===== src/rtl/tmr_pkg.sv =====
// Package: shared constants, control record and the divide-code table for
// the down-counting timer. Assumes a 10-bit divider is enough for ratio 1024.
package tmr_pkg;
    localparam int CODE_W     = 3;
    localparam int PRE_W      = 10;
    localparam int EN_BIT     = 7;
    localparam int MODE_BIT   = 6;
    localparam int CODE_LSB   = 2;

    localparam logic [2:0] IDX_LOAD  = 3'd0;
    localparam logic [2:0] IDX_COUNT = 3'd1;
    localparam logic [2:0] IDX_CTRL  = 3'd2;
    localparam logic [2:0] IDX_STAT  = 3'd3;
    localparam logic [2:0] IDX_CLR   = 3'd4;

    typedef struct packed {
        logic              en;
        logic              periodic;
        logic [CODE_W-1:0] code;
    } tmr_ctrl_t;

    // Terminal divider value (ratio - 1) for each code; order is not monotonic.
    function automatic logic [PRE_W-1:0] div_last(input logic [CODE_W-1:0] code);
        case (code)
            3'd0:    div_last = PRE_W'(0);
            3'd1:    div_last = PRE_W'(15);
            3'd2:    div_last = PRE_W'(255);
            3'd3:    div_last = PRE_W'(1);
            3'd4:    div_last = PRE_W'(7);
            3'd5:    div_last = PRE_W'(31);
            3'd6:    div_last = PRE_W'(127);
            default: div_last = PRE_W'(1023);
        endcase
    endfunction
endpackage


===== src/rtl/tmr_prescaler.sv =====
// Module: clock divider producing a one-cycle tick every ratio cycles while
// enabled. Assumes restart only arrives while disabled; holds when disabled.
module tmr_prescaler
    import tmr_pkg::*;
(
    input  logic              clk,
    input  logic              rst_n,
    input  logic              en,
    input  logic              restart,
    input  logic [CODE_W-1:0] code,
    output logic              tick
);
    logic [PRE_W-1:0] pre_cnt;
    logic [PRE_W-1:0] last;

    // Tick when the divider has reached the terminal value of the chosen code.
    always_comb begin
        last = div_last(code);
        tick = en && (pre_cnt >= last);
    end

    // Divider state: cleared on restart or tick, counts up only while enabled.
    always_ff @(posedge clk) begin
        if (!rst_n)       pre_cnt <= '0;
        else if (restart) pre_cnt <= '0;
        else if (tick)    pre_cnt <= '0;
        else if (en)      pre_cnt <= pre_cnt + 1'b1;
    end

    p_tick_needs_en_r7: assert property (@(posedge clk) disable iff (!rst_n)
        tick |-> en);
    p_hold_disabled_r7: assert property (@(posedge clk) disable iff (!rst_n)
        (!en && !restart) |=> $stable(pre_cnt));
    p_restart_zero_r8: assert property (@(posedge clk) disable iff (!rst_n)
        restart |=> (pre_cnt == '0));
endmodule


===== src/rtl/tmr_counter.sv =====
// Module: the down counter and the sticky interrupt flag. Assumes tick is
// only asserted while enabled; load_wr carries the new LOAD value.
module tmr_counter #(
    parameter int CNT_W = 16
) (
    input  logic             clk,
    input  logic             rst_n,
    input  logic             en,
    input  logic             periodic,
    input  logic             tick,
    input  logic [CNT_W-1:0] load_val,
    input  logic             load_wr,
    input  logic [CNT_W-1:0] load_wdata,
    input  logic             clr,
    output logic [CNT_W-1:0] count,
    output logic             flag
);
    logic at_zero;
    logic hit;

    // Zero detection and the reload event that raises the flag.
    always_comb begin
        at_zero = (count == '0);
        hit     = tick && at_zero && periodic;
    end

    // Counter update: tick decrements, wraps or reloads; idle load write copies.
    always_ff @(posedge clk) begin
        if (!rst_n)                count <= '0;
        else if (tick && at_zero)  count <= periodic ? load_val : '1;
        else if (tick)             count <= count - 1'b1;
        else if (load_wr && !en)   count <= load_wdata;
    end

    // Sticky flag: a set wins over a clear in the same cycle.
    always_ff @(posedge clk) begin
        if (!rst_n)   flag <= 1'b0;
        else if (hit) flag <= 1'b1;
        else if (clr) flag <= 1'b0;
    end

    p_dec_r3: assert property (@(posedge clk) disable iff (!rst_n)
        (tick && !at_zero) |=> (count == $past(count) - 1'b1));
    p_free_wrap_r4: assert property (@(posedge clk) disable iff (!rst_n)
        (tick && at_zero && !periodic) |=> (&count));
    p_reload_r5: assert property (@(posedge clk) disable iff (!rst_n)
        (tick && at_zero && periodic) |=> (count == $past(load_val)) && flag);
    p_sticky_r9: assert property (@(posedge clk) disable iff (!rst_n)
        (flag && !clr) |=> flag);
    p_no_set_idle_r7: assert property (@(posedge clk) disable iff (!rst_n)
        (!en && !flag) |=> !flag);
endmodule


===== src/rtl/tmr_apb_regs.sv =====
// Module: APB register file and read mux for the timer. Assumes zero-wait
// transfers; decodes word index paddr[ADDR_W-1:2]; unmapped reads give 0.
module tmr_apb_regs
    import tmr_pkg::*;
#(
    parameter int CNT_W  = 16,
    parameter int ADDR_W = 5,
    parameter int DATA_W = 32
) (
    input  logic              clk,
    input  logic              rst_n,
    input  logic              psel,
    input  logic              penable,
    input  logic              pwrite,
    input  logic [ADDR_W-1:0] paddr,
    input  logic [DATA_W-1:0] pwdata,
    input  logic [CNT_W-1:0]  count,
    input  logic              flag,
    output logic [DATA_W-1:0] prdata,
    output tmr_ctrl_t         ctrl,
    output logic [CNT_W-1:0]  load_val,
    output logic              load_wr,
    output logic [CNT_W-1:0]  load_wdata,
    output logic              restart,
    output logic              clr
);
    localparam int IDX_W = ADDR_W - 2;

    logic [IDX_W-1:0] idx;
    logic             wr;
    logic             unused_bits;

    // Write strobes and decoded side effects for the counter and divider.
    always_comb begin
        idx        = paddr[ADDR_W-1:2];
        wr         = psel && penable && pwrite;
        load_wr    = wr && (idx == IDX_W'(IDX_LOAD));
        load_wdata = pwdata[CNT_W-1:0];
        restart    = wr && (idx == IDX_W'(IDX_CTRL)) && pwdata[EN_BIT] && !ctrl.en;
        clr        = wr && (idx == IDX_W'(IDX_CLR)) && pwdata[0];
    end

    assign unused_bits = ^{pwdata, paddr[1:0]};

    // LOAD and CTRL storage.
    always_ff @(posedge clk) begin
        if (!rst_n) begin
            load_val <= '0;
            ctrl     <= '0;
        end else if (wr) begin
            if (idx == IDX_W'(IDX_LOAD)) load_val <= pwdata[CNT_W-1:0];
            if (idx == IDX_W'(IDX_CTRL)) begin
                ctrl.en       <= pwdata[EN_BIT];
                ctrl.periodic <= pwdata[MODE_BIT];
                ctrl.code     <= pwdata[CODE_LSB +: CODE_W];
            end
        end
    end

    // Read mux, driven only during read transfers.
    always_comb begin
        prdata = '0;
        if (psel && !pwrite) begin
            case (idx)
                IDX_W'(IDX_LOAD):  prdata = DATA_W'(load_val);
                IDX_W'(IDX_COUNT): prdata = DATA_W'(count);
                IDX_W'(IDX_CTRL): begin
                    prdata[EN_BIT]              = ctrl.en;
                    prdata[MODE_BIT]            = ctrl.periodic;
                    prdata[CODE_LSB +: CODE_W]  = ctrl.code;
                end
                IDX_W'(IDX_STAT):  prdata[0] = flag;
                default:           prdata = '0;
            endcase
        end
    end

    p_unmapped_zero_r10: assert property (@(posedge clk) disable iff (!rst_n)
        (psel && !pwrite && (idx > IDX_W'(IDX_CLR))) |-> (prdata == '0));
    p_restart_from_idle_r8: assert property (@(posedge clk) disable iff (!rst_n)
        restart |=> ctrl.en);
endmodule


===== src/rtl/apb_downcount_timer.sv =====
// Module: top of the prescaled down-counting timer. Wires the register file,
// divider and counter; APB transfers never stall and never error.
module apb_downcount_timer
    import tmr_pkg::*;
#(
    parameter int CNT_W  = 16,
    parameter int ADDR_W = 5,
    parameter int DATA_W = 32
) (
    input  logic              pclk,
    input  logic              presetn,
    input  logic              psel,
    input  logic              penable,
    input  logic              pwrite,
    input  logic [ADDR_W-1:0] paddr,
    input  logic [DATA_W-1:0] pwdata,
    output logic [DATA_W-1:0] prdata,
    output logic              pready,
    output logic              pslverr,
    output logic              irq
);
    tmr_ctrl_t        ctrl;
    logic [CNT_W-1:0] load_val;
    logic [CNT_W-1:0] load_wdata;
    logic [CNT_W-1:0] count;
    logic             load_wr;
    logic             restart;
    logic             clr;
    logic             tick;
    logic             flag;

    assign pready  = 1'b1;
    assign pslverr = 1'b0;
    assign irq     = flag;

    tmr_apb_regs #(.CNT_W(CNT_W), .ADDR_W(ADDR_W), .DATA_W(DATA_W)) u_regs (
        .clk(pclk), .rst_n(presetn), .psel(psel), .penable(penable),
        .pwrite(pwrite), .paddr(paddr), .pwdata(pwdata), .count(count),
        .flag(flag), .prdata(prdata), .ctrl(ctrl), .load_val(load_val),
        .load_wr(load_wr), .load_wdata(load_wdata), .restart(restart), .clr(clr)
    );

    tmr_prescaler u_pre (
        .clk(pclk), .rst_n(presetn), .en(ctrl.en), .restart(restart),
        .code(ctrl.code), .tick(tick)
    );

    tmr_counter #(.CNT_W(CNT_W)) u_cnt (
        .clk(pclk), .rst_n(presetn), .en(ctrl.en), .periodic(ctrl.periodic),
        .tick(tick), .load_val(load_val), .load_wr(load_wr),
        .load_wdata(load_wdata), .clr(clr), .count(count), .flag(flag)
    );
endmodule


===== config.mk =====
export PLATFORM = sky130hd
export DESIGN_NAME = apb_downcount_timer
export DESIGN_NICKNAME = d
export VERILOG_FILES = /design/src/rtl/tmr_pkg.sv /design/src/rtl/tmr_prescaler.sv /design/src/rtl/tmr_counter.sv /design/src/rtl/tmr_apb_regs.sv /design/src/rtl/apb_downcount_timer.sv
export SDC_FILE = /design/constraint.sdc
export NUM_CORES = 1
export LEC_CHECK = 0
export BUFFER_PORTS_ARGS = -buffer_cell sky130_fd_sc_hd__buf_2
export CAP_MARGIN = 20
export CORE_ASPECT_RATIO = 1.25
export CORE_MARGIN = 3
export CORE_UTILIZATION = 56
export CTS_BUF_LIST = sky130_fd_sc_hd__clkbuf_2
export DETAILED_ROUTE_END_ITERATION = 7
export GPL_ROUTABILITY_DRIVEN = 0
export PLACE_DENSITY = 0.83
export SYNTH_ARGS = -nofsm -noshare
export SYNTH_HDL_FRONTEND = slang
export SYNTH_SLANG_ARGS = --single-unit

===== constraint.sdc =====
create_clock -name pclk -period 6.65 [get_ports pclk]
set_input_delay 0 -clock pclk [delete_from_list [all_inputs] [get_ports pclk]]
set_output_delay 0 -clock pclk [all_outputs]
set_load 0.005 [all_outputs]

# == Yosys cells after proc, flatten, opt, wreduce, memory -nomap -nowiden ==
# Cells that the tools add are included.
# word_totals
register_bits,48
inputBits,42
out_inout_bits,35
wordCells,58
# op_classes
add_sub_neg,2
n_lt_le_gt_ge,1
n_eq_ne,10
n_mux,14
n_bitwise,1
reduce_logical,23
# ops
op,n
$pmux 10 s7,1
$mux 16,4
$mux 32,1
$logic_not 16->1,1
$pmux 8 s2,1
$sub 16x1->16 const B,1
$logic_and 1x1->1,13
$eq 3x2->1 const B,4
$eq 3x3->1 const B,4
$add 10x1->10 const B,1
$ge 10x10->1,1
$pmux 3 s3,1
$eq 3x1->1 const B,2
$logic_not 3->1,2
$pmux 2 s3,1
$pmux 1 s2,2
$reduce_and 2->1,2
$pmux 1 s3,1
$reduce_bool 3->1,1
$reduce_or 3->1,1
$logic_not 1->1,2
$mux 1,2
$reduce_bool 2->1,1
$not 1->1,1

# == Longest topological paths before layout ==
# Gate-level depths: netlist (run 1).
# depth
word_depth,7
mapped_depth,11
mapped_depth_nobuf,9

# == Hierarchy ==
# From an unflattened synthesis (run 1), not the netlist that was laid out.
# unflattened
cells_unflattened,428
hier_area_um2,3465.8
# by_module_without_submodules
module,instances,cells_each,area_per_inst_um2,seq_area_each_um2
tmr_apb_regs,1,172,1455.1,420.4
tmr_counter,1,167,1217.4,340.3
tmr_prescaler,1,85,770.7,200.2
apb_downcount_timer,1,4,22.5,0.0

# == Worst setup path after synthesis (run 1) ==
# No wires, ideal clock.
# synth_path
path_type,register to register
startpoint,reg u_regs.ctrl[0] (netlist name)
endpoint,reg u_pre.pre_cnt[0]
setup_time_ps,69
arrival_time_ps,2536
required_ps,6581
slack_ps,4045
path_stages_with_launch,11
synth_period_minus_slack_ps,2605
cell_sequence,dfxtp_1 > clkbuf_1 > or3_1 > ha_1 > nand2b_1 > a211oi_1 > nor3_1 > o21ai_0 > clkbuf_1 > o211ai_1 > nor2_1
# synth_via
elab_chain_cells,5
word_cells_on_any_way,11
cone_classes,order compare (1); eq/ne (6); mux (1); reduce/logical (3)
# synth_lines
element,line,rtl
"$eq 3x3->1, or another cell as far along",tmr_pkg.sv:24,case (code)
$pmux 10 s7 *,tmr_pkg.sv:24,
$ge 10x10->1 *,tmr_prescaler.sv:19,tick = en && (pre_cnt >= last);
$logic_and 1x1->1 *,tmr_prescaler.sv:19,
$reduce_or 3->1 (no line) *,--,
to (signal assigned),tmr_prescaler.sv:27,else if (en) pre_cnt <= pre_cnt + 1'b1;
to (decl),tmr_prescaler.sv:13,logic [PRE_W-1:0] pre_cnt;
# Every way passes the cells marked *; elsewhere a longest branch is shown, timed or not.
# A chain may end at the register's enable or synchronous reset.

# == Worst setup path in the final report (run 1) ==
# layout_path
startpoint,reg u_regs.ctrl[0] (netlist name)
endpoint,reg u_cnt.count[0]
# layout_via
elab_chain_cells,6
word_cells_on_any_way,14
cone_classes,order compare (1); eq/ne (6); mux (3); reduce/logical (4)
# layout_lines
element,line,rtl
"$eq 3x3->1, or another cell as far along",tmr_pkg.sv:24,
$pmux 10 s7 *,tmr_pkg.sv:24,
$ge 10x10->1 *,tmr_prescaler.sv:19,
$logic_and 1x1->1 *,tmr_prescaler.sv:19,
$mux 16 / $logic_and 1x1->1 (equally long branches),"tmr_counter.sv:31, tmr_counter.sv:30",
$mux 16 / $reduce_bool 3->1 (equally long branches),--,
to (signal assigned),tmr_counter.sv:30,else if (tick && at_zero) count <= periodic ? load_val : '1;
to (signal assigned),tmr_counter.sv:31,else if (tick) count <= count - 1'b1;
to (signal assigned),tmr_counter.sv:32,else if (load_wr && !en) count <= load_wdata;
to (decl),tmr_counter.sv:15,"output logic [CNT_W-1:0] count,"
# Marks and branches as above.

==> results.md, run 1 <==
* Status: finished clean
* Clock latency on the worst-skew pair at 0.47 ns
* P per Cell Area at 169 nW/um^2
* Wire per inst at 15.8 um
* Clock Skew at 0.0501 ns
* Grt ovf at 0
* Most common cell after layout, fill and taps aside: nand2_1
* RR Startpoint: u_regs.ctrl[0]
* Gr busiest metal: met2
* Fin area at 3590 um^2
* DP Area at 3290 um^2
* Yosys warning count at 0
* Distinct cell type count after synthesis at 59
* Sw Share at 23.9%
* Post-route minimum period at 3.19 ns
* Cell row count at 30
* Syn Inst Count at 410
* Port buffer count at 40
* Worst slew margin relative to its limit at 35.4%
* Post-CTS sizing at 0
* GRT met3 Usage at 4.57%
* Die Y at 90.5 um
* Vias in the first global route at 2964
* CP Launch Point: u_regs.ctrl[0]
* Commonest cells after routing, fill and taps aside: nand2_1, nor2_1, dfxtp_1
* RSZ-0062 raised after global routing: false
* Met2 Resource Use GR at 41.9%
* First-pass GRT wire length at 13800 um
* First-pass iteration count of the detailed router at 5
* Filler Cell Count at 483
* Deepest clock path buffer count at 2
* Required @ worst endpoint at 7.06 ns
* Final std cells w/o fill at 514
* GRT Util Overall at 25.5%
* Core area at 5480 um^2
* DRT antenna net count at 0
* Postcts setup bufs at 0
* Max FO, Critical Path at 14
* Critical path class: reg -> reg
* Ports at 77
* N_diodes at 0
* Tcrit/Tclk final at 47.9%
* Detailed Route WL at 8110 um
* Seq pwr share at 48.7%
* #FFs+latches synth at 48
* Worst reg2reg endpoint: u_cnt.count[0]
* Final setup viols at 0
* P_int at 0.461 mW
* Worst-margin pin slew at 0.967 ns
* Layout cells sized above 1 at 12.9%
* Avg Inst Size Synth at 7.80 um^2
* Post-route DRC at 0
* Flop2flop setup slack at 3.46 ns
* Max-slew violations at 0
* Post-synth EDFFs at 0
* Clock transition at path regs at 0.24 ns
* Die width at 73.6 um
* DP Wirelength at 5400 um
* Routed vias at 3085
* Placed cells at 487
* TritonCTS Sinks at 48
* Combinational power share at 12.2%
* Final Net Count at 503
* Area grow syn2layout at 12.3%
* Clock Tree Root: clkbuf_2
* First DRT Iteration DRCs at 276
* Final hold viol count at 0
* Clock power frac at 39.1%
* Hold_sp: penable
* LEAKAGE at 1.49 nW
* Register area share after synthesis at 30.0%
* Initial Util at 58.4%
* NetSw at 0.145 mW
* FF-to-FF path depth at 9
* Post-synth ARST share at 0%
* Antenna violations before repair at 0
* Vias per cell at 6.00
* Fmax at 314 MHz
* FF+latch area at 961 um^2
* Multi-input logic area at 2000 um^2
* Worst min-delay path category: in -> reg
* CTS tree: done
* Top FF cell, synth: dfxtp_1
* Setup crit end: u_cnt.count[0]
* Die Area at 6660 um^2
* H-tree Lvls at 2
* Crit path launch type: flip-flop
* CTS Buf Count at 5
* # hold bufs at CTS at 19
* Worst setup EP type: flip-flop
* Setup TNS at 0 ns
* Met1 GRT Util at 31.5%
* Syn Std Cell Area at 3200 um^2
* Worst EP arrival at 3.60 ns
* Largest net degree at the start of global routing at 30
* Max-cap violations at 0
* IR drop worst, VDD at 127 uV
-- routing by layer --
layer	up-vias	wire length, um
li1	1487	-
met1	1435	3300
met2	144	4130
met3	19	501
met4	0	176
met5	-	0
-- worst min-delay path by stage --
stage / slack (ns) / to / depth (start not counted)
4_1_cts: 0.11 / u_cnt.flag / 6
2_1_floorplan: 0.14 / u_regs.load_val[13] / 2
5_1_grt: 0.17 / u_regs.ctrl[2] / 4
3_3_place_gp: 0.25 / u_regs.load_val[11] / 3
3_5_place_dp: 0.26 / u_regs.load_val[10] / 3
6_report: 0.12 / u_cnt.flag / 6
-- sequential cells by signal, summed over array words and instances, names as in the netlist --
signal           cells
u_regs.load_val     16
u_regs.ctrl          5
u_pre.pre_cnt       10
u_cnt.flag           1
u_cnt.count         16
-- through the flow --
stage               util, %  total power, mW  setup WS, ns  hold slack, ns
floorplan                 -            0.354          4.04           0.136
global placement       60.0            0.363          3.60           0.253
detailed placement     60.0            0.364          3.56           0.259
CTS                    65.5            0.607          3.54           0.115
global route           65.5            0.625          3.14           0.167
finish                 65.5            0.606          3.46           0.125
-- power groups by stage --
| stage | registers [mW] | logic (mW) | clock network, mW |
|---|---|---|---|
| after floorplan | 0.299 | 0.0549 | 0 |
| after global placement | 0.300 | 0.0626 | 0 |
| after detailed placement | 0.300 | 0.0632 | 0 |
| after CTS | 0.295 | 0.0724 | 0.240 |
| after global routing | 0.296 | 0.0813 | 0.248 |
| final | 0.295 | 0.0739 | 0.237 |
-- final cells by class --
type	instances	share of cell area, %
Sequential cell	48	26.8
Clock buffer	5	0.697
Tap cell	64	2.23
Timing Repair Buffer	61	11.3
Inverter	9	0.941
Multi-Input combinational cell	324	55.6
Clock inverter	3	2.51
-- kinds of logic (layout without fill, tap and decap cells) --
| logic type | Yosys count | in the layout | synth area share [%] |
|---|---|---|---|
| DFF | 48 | 48 | 30.0 |
| other | 2 | 18 | 0.235 |
| adders and majority gates | 12 | 12 | 4.69 |
| buffers and inverters | 54 | 78 | 9.43 |
| AOI/OAI and AO/OA | 93 | 93 | 19.2 |
| xor gates and xnor gates | 19 | 19 | 5.20 |
| and+or+nand+nor | 160 | 160 | 24.3 |
| muxes | 22 | 22 | 6.89 |
-- cell usage after synthesis, types with 5 or more instances --
| cell | count | share of area, % |
|---|---|---|
| nor3_1 | 6 | 0.94 |
| buf_4 | 18 | 4.2 |
| buf_2 | 7 | 1.1 |
| a21oi_1 | 37 | 5.8 |
| inv_1 | 8 | 0.94 |
| o21ai_0 | 11 | 1.7 |
| ha_1 | 12 | 4.7 |
| mux2i_1 | 22 | 6.9 |
| a22o_1 | 8 | 2.2 |
| dfxtp_1 | 48 | 30 |
| nand4_1 | 8 | 1.6 |
| nor2_1 | 49 | 5.8 |
| xnor2_1 | 10 | 2.7 |
| clkbuf_1 | 14 | 1.6 |
| nand2_1 | 56 | 6.6 |
| xor2_1 | 9 | 2.5 |
| nand3_1 | 13 | 2.0 |
| o2bb2ai_1 | 5 | 1.4 |
-- worst max-delay path, stage by stage (launching register included) --
cell and delay, ns:
dfxtp_1 0.47, or3_1 0.42, ha_1 0.28, nand2b_1 0.13, a211oi_1 0.22, nor3_1 0.11
o21ai_1 0.57, buf_4 0.33, and3_1 0.44, a22o_1 0.20
No activity file was read; power rests on OpenSTA's default activity.
==> inputs of run 2 (changes only) <==
==> constraint.sdc (replaced) <==
create_clock -name pclk -period 2.95 [get_ports pclk]
set_input_delay 0 -clock pclk [delete_from_list [all_inputs] [get_ports pclk]]
set_output_delay 0 -clock pclk [all_outputs]
set_load 0.005 [all_outputs]
==> run 2 against run 1 <==
Net effect: maximum frequency is 20% higher; largest cell class unchanged; highest routed layer unchanged; sequential share of layout area increased by 0.21 points; flip-flop and latch count did not move.
==> results.md, run 2 (synthesis gave the netlist of run 1 again) <==
* Status: finished clean (unchanged)
* Vias per cell at 5.92 (was 6.00)
* Max-cap violations at 0 (unchanged)
* Clock transition at path regs at 0.23 ns (was 0.24 ns)
* Worst min-delay path category: in -> reg (unchanged)
* Core area at 5480 um^2 (unchanged)
* Detailed Route WL at 8060 um (was 8110 um)
* Ports at 77 (unchanged)
* Worst slew margin relative to its limit at 35.9% (was 35.4%)
* Worst setup EP type: flip-flop (unchanged)
* Layout Utilization at 65.1% (was 65.5%)
* Commonest cells after routing, fill and taps aside: nand2_1, nor2_1, dfxtp_1 (unchanged)
* Max FO, Critical Path at 9 (was 14)
* CTS Buf Count at 5 (unchanged)
* Setup ws final at 0.284 ns (was 3.46 ns)
* First-pass GRT wire length at 13400 um (was 13800 um)
* Die Area at 6660 um^2 (unchanged)
* Tot Pwr at 1.09 mW (was 0.606 mW)
* Grt ovf at 0 (unchanged)
* Wire per inst at 15.5 um (was 15.8 um)
* Final setup viols at 0 (unchanged)
* Placed cells at 493 (was 487)
* First DRT Iteration DRCs at 338 (was 276)
* Area grow syn2layout at 11.5% (was 12.3%)
* Setup TNS at 0 ns (unchanged)
* First-pass iteration count of the detailed router at 5 (unchanged)
* Post-route DRC at 0 (unchanged)
* Routed vias at 3078 (was 3085)
* Port buffer count at 40 (unchanged)
* Filler Cell Count at 487 (was 483)
* Final Net Count at 510 (was 503)
* Cell row count at 30 (unchanged)
* Die Y at 90.5 um (unchanged)
* Most common cell after layout, fill and taps aside: nand2_1 (unchanged)
* Max-slew violations at 0 (unchanged)
* IR drop worst, VDD at 268 uV (was 127 uV)
* Worst-margin pin slew at 0.960 ns (was 0.967 ns)
* Layout cells sized above 1 at 14.0% (was 12.9%)
* Critical path class: reg -> reg (unchanged)
* Clock Tree Root: clkbuf_2 (unchanged)
* Clock latency on the worst-skew pair at 0.44 ns (was 0.47 ns)
* Deepest clock path buffer count at 2 (unchanged)
* Crit path launch type: flip-flop (unchanged)
* DP Wirelength at 5550 um (was 5400 um)
* Worst EP arrival at 3.08 ns (was 3.60 ns)
* CTS tree: done (unchanged)
* DRT antenna net count at 0 (unchanged)
* Antenna violations before repair at 0 (unchanged)
* Clock Skew at 0.0461 ns (was 0.0501 ns)
* Post-route minimum period at 2.67 ns (was 3.19 ns)
* Die width at 73.6 um (unchanged)
* GRT Util Overall at 24.7% (was 25.5%)
* Initial Util at 58.4% (unchanged)
* TritonCTS Sinks at 48 (unchanged)
* H-tree Lvls at 2 (unchanged)
* Largest net degree at the start of global routing at 30 (unchanged)
* P per Cell Area at 305 nW/um^2 (was 169 nW/um^2)
* Regs by FF count: u_cnt.count: 16 flops, u_regs.load_val: 16 flops, u_pre.pre_cnt: 10 flops (unchanged)
* Final std cells w/o fill at 520 (was 514)
* Tcrit/Tclk final at 90.4% (was 47.9%)
* Worst slack at placement at 0.247 ns (was 3.56 ns)
* Fmax at 375 MHz (was 314 MHz)
* Final hold viol count at 0 (unchanged)
* Required @ worst endpoint at 3.36 ns (was 7.06 ns)
* N_diodes at 0 (unchanged)
* LEAKAGE at 1.49 nW (about the same)
* Vias in the first global route at 2879 (was 2964)
[run 2: cell count changes in the layout (fill, tap and decap cells not counted), sizes merged]
cell | previous run | this run
buf | 42 | 49
bufinv | 3 | 0
clkinv | 1 | 3
[run 2: final timing paths]
path	start	end	slack, ns	cells after the start
setup / recovery	u_regs.ctrl[2]	u_cnt.count[0]	0.28	8
hold reg to reg	u_regs.load_val[10]	u_regs.load_val[10]	0.48	2
setup reg to reg	u_regs.ctrl[2]	u_cnt.count[0]	0.28	8
hold / removal	penable	u_cnt.flag	0.12	6
[run 2: cell type report]
class / instances / area (um^2) / area share (%)
Clock buffer: 5 / 25.0 / 0.702
Clock inverter: 2 / 7.51 / 0.210
Inverter: 9 / 33.8 / 0.947
Multi-Input combinational cell: 324 / 2000 / 56.1
Sequential cell: 48 / 962 / 27.0
Tap cell: 64 / 80.1 / 2.24
Timing Repair Buffer: 68 / 458 / 12.8
[run 2: report_power, final]
part | switching [mW] | internal, mW
Sequential | 0.00842 | 0.656
Clock | 0.205 | 0.0487
Combinational | 0.0968 | 0.0744
[run 2: metal layers]
| metal | global-route usage [%] | vias up | routed length [um] | share of wire [%] |
|---|---|---|---|---|
| met1 | 30.3 | 1451 | 3270 | 41 |
| met3 | 3.45 | 17 | 441 | 5.5 |
| li1 | - | 1499 | - | - |
| met5 | 0 | - | 0 | 0 |
| met4 | 8.46 | 0 | 140 | 1.7 |
| met2 | 43.0 | 111 | 4210 | 52 |
[run 2: critical path, cell delays in order, from the launching register on]
cell	delay (ns)
dfxtp_1	0.44
or3_1	0.41
ha_1	0.27
nand2b_1	0.14
a211oi_1	0.23
nor3_1	0.12
o21ai_1	0.35
and3_1	0.48
a22o_1	0.20
[run 2: stage by stage]
stage	cell area (um^2)	hold WS, ns
3_3_place_gp	3330	0.253
5_1_grt	3570	0.156
4_1_cts	3550	0.136
6_report	3570	0.124
3_5_place_dp	3330	0.263
2_1_floorplan	3260	0.136
[run 2: what timing repair did]
action                     CTS  global route
setup endpoints to repair    0            11
hold endpoints to repair    35             0
gates resized for setup      0             2
hold buffers                19             0
setup buffers                0             1
==> inputs of run 3 (changes only) <==
--- a/config.mk
+++ b/config.mk
@@ -9,11 +9,11 @@
 export CAP_MARGIN = 20
 export CORE_ASPECT_RATIO = 1.25
 export CORE_MARGIN = 3
-export CORE_UTILIZATION = 56
+export CORE_UTILIZATION = 35
 export CTS_BUF_LIST = sky130_fd_sc_hd__clkbuf_2
 export DETAILED_ROUTE_END_ITERATION = 7
 export GPL_ROUTABILITY_DRIVEN = 0
-export PLACE_DENSITY = 0.83
+export PLACE_DENSITY = 0.64
 export SYNTH_ARGS = -nofsm -noshare
 export SYNTH_HDL_FRONTEND = slang
 export SYNTH_SLANG_ARGS = --single-unit
==> run 3 against run 2 <==
Net effect: first-iteration DRC count is 36% lower; sequential power is essentially flat; sequential share of layout area shrank 0.64 points; critical endpoint is now u_cnt.count[14].
==> results.md, run 3 (synthesis gave the netlist of run 1 again) <==
* Status: finished clean (unchanged)
* Die Y at 113 um (was 90.5 um)
* Vias per cell at 5.14 (was 5.92)
* Flop2flop setup slack at 0.27 ns (was 0.28 ns)
* Hold path cells at 6 (unchanged)
* Worst min-delay path category: in -> reg (unchanged)
* RSZ-0062 raised after global routing: false
* Post-route DRC at 0 (unchanged)
* Worst-margin pin slew at 0.778 ns (was 0.960 ns)
* Largest net degree at the start of global routing at 21 (was 30)
* Setup TNS at 0 ns (unchanged)
* Critical path class: reg -> reg (unchanged)
* RR Startpoint: u_regs.ctrl[0] (was u_regs.ctrl[2])
* Setup ws final at 0.269 ns (was 0.284 ns)
* CTS Buf Count at 5 (unchanged)
* Detailed Route WL at 8490 um (was 8060 um)
* Tot Pwr at 1.10 mW (was 1.09 mW)
* Critical path cell sequence: xnor2_1, nand2_1, ha_1, nand4_1, o31ai_1, o21ai_1, and3_1, a221o_1 (was or3_1, ha_1, nand2b_1, a211oi_1, nor3_1, o21ai_1, and3_1, a22o_1)
* Required @ worst endpoint at 3.31 ns (was 3.36 ns)
* Max-slew violations at 0 (unchanged)
* Area grow syn2layout at 14.1% (was 11.5%)
* Most common cell after layout, fill and taps aside: nand2_1 (unchanged)
* Deepest clock path buffer count at 2 (unchanged)
* Wire per inst at 14.7 um (was 15.5 um)
* P per Cell Area at 303 nW/um^2 (was 305 nW/um^2)
* Final Net Count at 512 (was 510)
* Die width at 91.5 um (was 73.6 um)
* Clock latency on the worst-skew pair at 0.42 ns (was 0.44 ns)
* Slowest CP cell: dfxtp_1 (was and3_1)
* Worst reg2reg endpoint: u_cnt.count[14] (was u_cnt.count[0])
* Layout cells sized above 1 at 14.4% (was 14.0%)
* Fmax at 373 MHz (was 375 MHz)
* Worst EP arrival at 3.04 ns (was 3.08 ns)
* Initial Util at 36.4% (was 58.4%)
* Crit path launch type: flip-flop (unchanged)
* N_diodes at 0 (unchanged)
* Clock Tree Root: clkbuf_2 (unchanged)
* Postcts setup bufs at 0 (unchanged)
* Die Area at 10300 um^2 (was 6660 um^2)
* TritonCTS Sinks at 48 (unchanged)
* Commonest cells after routing, fill and taps aside: nand2_1, nor2_1, dfxtp_1 (unchanged)
* Core area at 8800 um^2 (was 5480 um^2)
* Max FO, Critical Path at 10 (was 9)
* FF-to-FF path depth at 8 (unchanged)
* LEAKAGE at 1.50 nW (was 1.49 nW)
* Tcrit/Tclk final at 90.9% (was 90.4%)
* First DRT Iteration DRCs at 217 (was 338)
* Vias in the first global route at 2953 (was 2879)
* Worst slew margin relative to its limit at 47.9% (was 35.9%)
* Regs by FF count: u_cnt.count: 16 flops, u_regs.load_val: 16 flops, u_pre.pre_cnt: 10 flops (unchanged)
* Crit-path max cell delay at 0.57 ns (was 0.48 ns)
* CTS tree: done (unchanged)
* DP Wirelength at 6150 um (was 5550 um)
* Cell row count at 38 (was 30)
* Post-route minimum period at 2.68 ns (was 2.67 ns)
* Final setup viols at 0 (unchanged)
* H-tree Lvls at 2 (unchanged)
* Hold_sp: penable (unchanged)
* IR drop worst, VDD at 135 uV (was 268 uV)
* First-pass iteration count of the detailed router at 4 (was 5)
* Max-cap violations at 0 (unchanged)
* Clock transition at path regs at 0.25 ns (was 0.23 ns)
* Final hold viol count at 0 (unchanged)
* Worst slack at placement at 0.309 ns (was 0.247 ns)
* Port buffer count at 40 (unchanged)
* Ports at 77 (unchanged)
* Filler Cell Count at 884 (was 487)
* Antenna violations before repair at 0 (unchanged)
* First-pass GRT wire length at 14000 um (was 13400 um)
* Routed vias at 2971 (was 3078)
* DRT antenna net count at 0 (unchanged)
* Worst setup EP type: flip-flop (unchanged)
* GRT Util Overall at 16.6% (was 24.7%)
* WHS Endpoint: u_cnt.flag (unchanged)
* Grt ovf at 0 (unchanged)
* Clock Skew at 0.0362 ns (was 0.0461 ns)
==> run 3: cell types whose count changed in the layout (fill, tap and decap cells not counted) <==
| cell | previous run | this run |
|---|---|---|
| o31ai_1 | 2 | 3 |
| dfxtp_2 | 1 | 0 |
| clkinv_1 | 3 | 1 |
| o31ai_2 | 1 | 0 |
| clkbuf_2 | 5 | 6 |
| buf_4 | 9 | 11 |
| dfxtp_1 | 47 | 48 |
| clkinv_2 | 0 | 1 |
==> run 3: area by class of cell <==
class,instances,area [um^2],share of cell area (%)
clock buffer,6,30.0,0.823
tap,120,150,4.12
multi-input combinational,324,2000,54.7
inverter,9,33.8,0.926
sequential,48,961,26.3
timing repair buffer,70,473,13.0
clock inverter,1,5.00,0.137
==> run 3: critical path, delay by kind of cell, from the launching register on <==
family | cells | cell delay (ns)
compound gates | 3 | 1.02
xor+xnor | 1 | 0.16
simple gates | 3 | 0.56
fa+ha+maj | 1 | 0.31
flops | 1 | 0.57
==> run 3: metrics by stage <==
stage	hold WS (ns)	utilization, %	instance area (um^2)	instances
2_1_floorplan	0.136	-	3260	426
3_3_place_gp	0.256	38.9	3420	552
3_5_place_dp	0.261	38.9	3420	552
4_1_cts	0.115	41.5	3650	578
5_1_grt	0.131	41.5	3650	578
6_report	0.136	41.5	3650	578
==> run 3: metal layers <==
layer,track usage (%),vias to the layer above,share of wire [%]
met1,19.0,1387,42
met4,5.43,0,1.8
met3,2.93,13,3.9
met2,30.9,64,52
li1,-,1507,-
met5,0,-,0
==> run 3: worst max path at each step <==
| stage | from | endpoint | slack (ns) | depth (start not counted) |
|---|---|---|---|---|
| floorplan | u_regs.ctrl[0] | u_pre.pre_cnt[0] | 0.34 | 10 |
| global placement | u_regs.ctrl[0] | u_cnt.count[15] | 0.35 | 8 |
| detailed placement | u_regs.ctrl[0] | u_cnt.count[14] | 0.31 | 8 |
| CTS | u_regs.ctrl[0] | u_cnt.count[14] | 0.29 | 8 |
| global route | u_regs.ctrl[0] | u_cnt.count[15] | 0.005 | 8 |
| finish | u_regs.ctrl[0] | u_cnt.count[14] | 0.27 | 8 |
==> run 3: repair_timing <==
item	in CTS	in global routing
hold buffers	19	0
resized for setup	0	0
endpoints found under the setup margin	0	0
endpoints found under the hold margin	36	0
==> run 3: report_power, final <==
group	switching [mW]	internal [mW]	total, mW
clock	0.213	0.0566	0.270
sequential	0.00862	0.656	0.665
combinational	0.0961	0.0744	0.171
total	0.318	0.787	1.10
